## src/rtl/codec_cmd_seq.sv

```systemverilog
module codec_cmd_seq #(
  parameter int AW        = 7,
  parameter int FRAME_LEN = 16,
  parameter int SLOT_LEN  = 4,
  parameter int MAX_TRIES = 3
) (
  input  logic          clk,
  input  logic          rst_n,
  input  logic          ctl_we,
  input  logic [AW-1:0] ctl_addr,
  input  logic          ctl_wflag,
  input  logic [15:0]   ctl_data,
  input  logic          done_clr,
  output logic          done_flag,
  output logic [AW-1:0] stat_addr,
  output logic [15:0]   stat_data,
  output logic          stat_err,
  output logic          frame_sync,
  output logic          slot_busy,
  output logic [AW-1:0] slot_addr,
  output logic          slot_wflag,
  output logic [15:0]   slot_data,
  input  logic [AW-1:0] resp_addr,
  input  logic [15:0]   resp_data
);
  localparam int CW = $clog2(FRAME_LEN);
  localparam int TW = $clog2(MAX_TRIES + 1);

  logic [CW-1:0] cnt;
  logic [TW-1:0] tries;
  logic          pend;
  logic          slot_end, echo_ok, last_try, finish;

  assign frame_sync = (cnt == '0);
  assign slot_end   = slot_busy && (cnt == CW'(SLOT_LEN));
  assign echo_ok    = (resp_addr == slot_addr);
  assign last_try   = (tries == TW'(MAX_TRIES - 1));
  assign finish     = slot_end && (echo_ok || last_try);

  always_ff @(posedge clk) begin
    if (!rst_n) cnt <= '0;
    else if (cnt == CW'(FRAME_LEN - 1)) cnt <= '0;
    else cnt <= cnt + 1'b1;
  end

  always_ff @(posedge clk) begin
    if (!rst_n) begin
      pend       <= 1'b0;
      tries      <= '0;
      slot_addr  <= '0;
      slot_wflag <= 1'b0;
      slot_data  <= '0;
    end else if (ctl_we && !slot_busy) begin
      pend       <= 1'b1;
      tries      <= '0;
      slot_addr  <= ctl_addr;
      slot_wflag <= ctl_wflag;
      slot_data  <= ctl_data;
    end else if (slot_end) begin
      if (finish) pend <= 1'b0;
      else        tries <= tries + 1'b1;
    end
  end

  always_ff @(posedge clk) begin
    if (!rst_n)                  slot_busy <= 1'b0;
    else if (slot_end)           slot_busy <= 1'b0;
    else if (frame_sync && pend) slot_busy <= 1'b1;
  end

  always_ff @(posedge clk) begin
    if (!rst_n) begin
      done_flag <= 1'b0;
      stat_addr <= '0;
      stat_data <= '0;
      stat_err  <= 1'b0;
    end else if (finish) begin
      done_flag <= 1'b1;
      stat_addr <= resp_addr;
      stat_data <= resp_data;
      stat_err  <= !echo_ok;
    end else if (done_clr) begin
      done_flag <= 1'b0;
    end
  end

  assert_launch_at_frame_R2: assert property (@(posedge clk) disable iff (!rst_n)
    $rose(slot_busy) |-> $past(frame_sync));
  assert_slot_stable_R3: assert property (@(posedge clk) disable iff (!rst_n)
    (slot_busy && $past(slot_busy)) |-> ($stable(slot_addr) && $stable(slot_wflag) && $stable(slot_data)));
  assert_done_at_slot_end_R4: assert property (@(posedge clk) disable iff (!rst_n)
    $rose(done_flag) |-> $fell(slot_busy));
  assert_status_atomic_R11: assert property (@(posedge clk) disable iff (!rst_n)
    !$stable({stat_addr, stat_data, stat_err}) |-> ($fell(slot_busy) && done_flag));
  assert_tries_bounded_R8: assert property (@(posedge clk) disable iff (!rst_n)
    tries < TW'(MAX_TRIES));
endmodule

```

## config.mk

```make
export PLATFORM = sky130hd
export DESIGN_NAME = codec_cmd_seq
export DESIGN_NICKNAME = d
export VERILOG_FILES = /design/src/rtl/codec_cmd_seq.sv
export SDC_FILE = /design/constraint.sdc
export NUM_CORES = 1
export LEC_CHECK = 0
export ABC_AREA = 0
export BUFFER_PORTS_ARGS = -buffer_cell sky130_fd_sc_hd__buf_2
export CAP_MARGIN = 0
export CORE_MARGIN = 1.5
export CORE_UTILIZATION = 32
export CTS_BUF_LIST = sky130_fd_sc_hd__clkbuf_4 sky130_fd_sc_hd__clkbuf_8
export DETAILED_ROUTE_END_ITERATION = 8
export HOLD_SLACK_MARGIN = 0.05
export SLEW_MARGIN = 20
export SYNTH_ARGS = -nofsm -noshare
export SYNTH_HDL_FRONTEND = slang
export SYNTH_SLANG_ARGS = --single-unit
export TNS_END_PERCENT = 50
```

## constraint.sdc

```tcl
create_clock -name clk -period 4.48 [get_ports clk]
set_input_delay 0.224 -clock clk [delete_from_list [all_inputs] [get_ports clk]]
set_output_delay 0.224 -clock clk [all_outputs]
set_load 0.005 [all_outputs]
```

==> metrics.txt <==
Die X 89.0 µm; design area 3070 µm²; share of cells above drive strength 1 0.326; Setup WS post-layout 2640 ps; synthesized area 2370 µm²; DRC viols 0; fillers 743; drt wl/cell 11.4 µm; Setup Total Neg Slack 0 ps; post-CTS sizing 0; Placement Rows 31; CTS Root Buffer Type clkbuf_8; clock transition at the registers of the reported paths about 70 ps; GRT overflow 0; #FFs+latches synth 57; Starting Density 0.328; Seq. cell area 1140 µm²; largest net degree at the start of global routing 84; Seq/Total Area, Yosys 0.482; Max Clock Freq 0.545 GHz; Slew @ Worst Pin 1100 ps; Die H 89.0 µm; Vias between 2000 and 2500; Lkg Pwr 1.42 nW; final setup fails 0; CP Class flip-flop to flip-flop; total CTS buffers 9; share of the synthesized area in the top cell type 0.482; Worst-Skew Late Latency 320 ps; antenna cells 0; Final nets 418; Clock Sinks 57; largest area contributor in the netlist dfxtp_1; CTS tree built; area delta synth->final 29.7%; period utilization 0.410; placed instance area 2910 µm²; starting DRC count in detailed routing 83; syn nets 322; io pins about 100; vias per cell 4.41; CP endpoint kind flip-flop; status finished, final reports clean; Max Slew Vio Count 0; Data required, critical path between 4000 and 5000 ps; # H-tree levels 3; RSZ-0062 raised after global routing no; clk buf depth 2; Worst Path Arrival 2090 ps; Cell variety after synth 32; Area contributors post-synth dfxtp_1 48%, nand2_1 15%, mux2i_1 11%; routed wire length 5330 µm; Finished Core Util 0.426; Fin. Hold Viols 0; Core Area 7210 µm²; hpwl dp 3580 µm; setup bufs post-CTS 0; Max IR drop VDD 119 µV; yosys warns 0; startpoint types flip-flop; power per cell area 341 nW/µm²; number of hold buffers added after CTS 0; Max Fanout on Critical Path 26; total power 1.05 mW; Routed Antenna Nets 0; placer congestion estimate approximately 0.72; multi-input logic area 1110 µm²; Hold WC Path Type primary input to flip-flop; Max Cap Viol 0; post-route minimum period 1840 ps; dpl ws about 2600 ps; clk_skew 6.05 ps; antenna violations before repair 0; mean area per synthesized cell 8.84 µm²; Die ar. 7930 µm²; Syn Inst Count 268; Total GRT Usage 0.135; first-pass GRT wire length 8180 µm; DRT Pass-1 Iters 5; max_slew headroom 0.268; vias in the first global route 1873; Port-buffer cells 101
[layout by cell type, fill, tap and decap left out, drive strengths merged, types with 2 or more instances in the layout]
cell and n:
buf 103, ha 3, inv 4, nand3 4, and3 2, nor2 3, clkbuf 9, a21boi 25
nand2 97, nand2b 2, nor4 2, mux2i 25, a21oi 2, nor2b 2, xor2 8, o21ai 2
dfxtp 57, clkinv 5
[synthesized netlist by cell type]
cell and count:
mux2i_1 25, nand4_1 1, clkbuf_1 11, nand3b_1 1
a31oi_1 1, nand2b_1 2, xor2_1 8, o211a_1 1
nor3_1 1, a21boi_0 25, dfxtp_1 57, nor2b_1 2
buf_12 2, buf_2 1, o21a_1 1, buf_1 3
and2_1 1, a22o_1 1, or4_1 1, nor2_1 3
nand3_1 4, and3_1 2, nor3b_1 1, nor4_1 2
nand4b_1 1, a21oi_1 2, nand2_1 97, buf_6 1
ha_1 3, and4b_2 1, o21ai_0 2, inv_1 4
[where the power goes]
part,leakage (nW),switching [mW],internal [mW]
Sequential,0.464,0.0139,0.526
Clock,0.0846,0.200,0.194
Combinational,0.873,0.0623,0.0511
Total,1.42,0.276,0.771
[final cells by class]
| class | count | share of cell area |
|---|---|---|
| clock buffers | 9 | 0.0403 |
| clock inverters | 6 | 0.0118 |
| inverters | 4 | 0.00489 |
| multi-input cells | 189 | 0.362 |
| flip-flops and latches | 57 | 0.371 |
| well taps | 99 | 0.0403 |
| repair buffers | 103 | 0.169 |
[through the flow]
step | hold slack (ps) | std cells
2_1_floorplan | 366 | 268
3_3_place_gp | 440 | 452
3_5_place_dp | 446 | 452
4_1_cts | 121 | 467
5_1_grt | 133 | 467
6_report | 138 | 467
[routing by layer]
layer / share of wire / global-route usage / wire (µm) / up-vias
met4: 0.012 / 0.0671 / 62 / 0
met3: 0.049 / 0.0332 / 260 / 6
met2: 0.47 / 0.229 / 2500 / 55
li1: - / - / - / 1067
met5: 0 / 0 / 0 / -
met1: 0.47 / 0.158 / 2510 / 931
[worst max-delay path, cell delays in order, from the launching register on]
cell and delay [ps]:
dfxtp_1 320, inv_1 80, ha_1 180, nand4b_1 130, nor4_1 290, a22o_1 160
buf_4 370, mux2i_1 230
[path summary, 6_finish.rpt]
| kind | cells after the start | slack, ps | to | from |
|---|---|---|---|---|
| setup / recovery | 7 | 2640 | stat_addr[3] | cnt[0] |
| hold / removal | 3 | 140 | stat_data[0] | resp_data[0] |
| setup reg to reg | 7 | 2640 | stat_addr[3] | cnt[0] |
| hold reg to reg | 2 | 450 | stat_addr[1] | stat_addr[1] |
[sequential cells by signal, summed over array words and instances, names as in the netlist]
register and cells:
slot_data 16, cnt 4, stat_err 1, stat_data 16
tries 2, slot_busy 1, slot_addr 7, done_flag 1
stat_addr 7, slot_wflag 1, pend 1
[cells by family after synthesis]
family	after synthesis	share of synthesized area
fa+ha+maj	3	0.0158
mux	25	0.106
buf+inv	22	0.0523
xor+xnor	8	0.0296
simple gates	120	0.213
flops	57	0.482
compound gates	33	0.101
No activity file was read; power rests on OpenSTA's default activity.
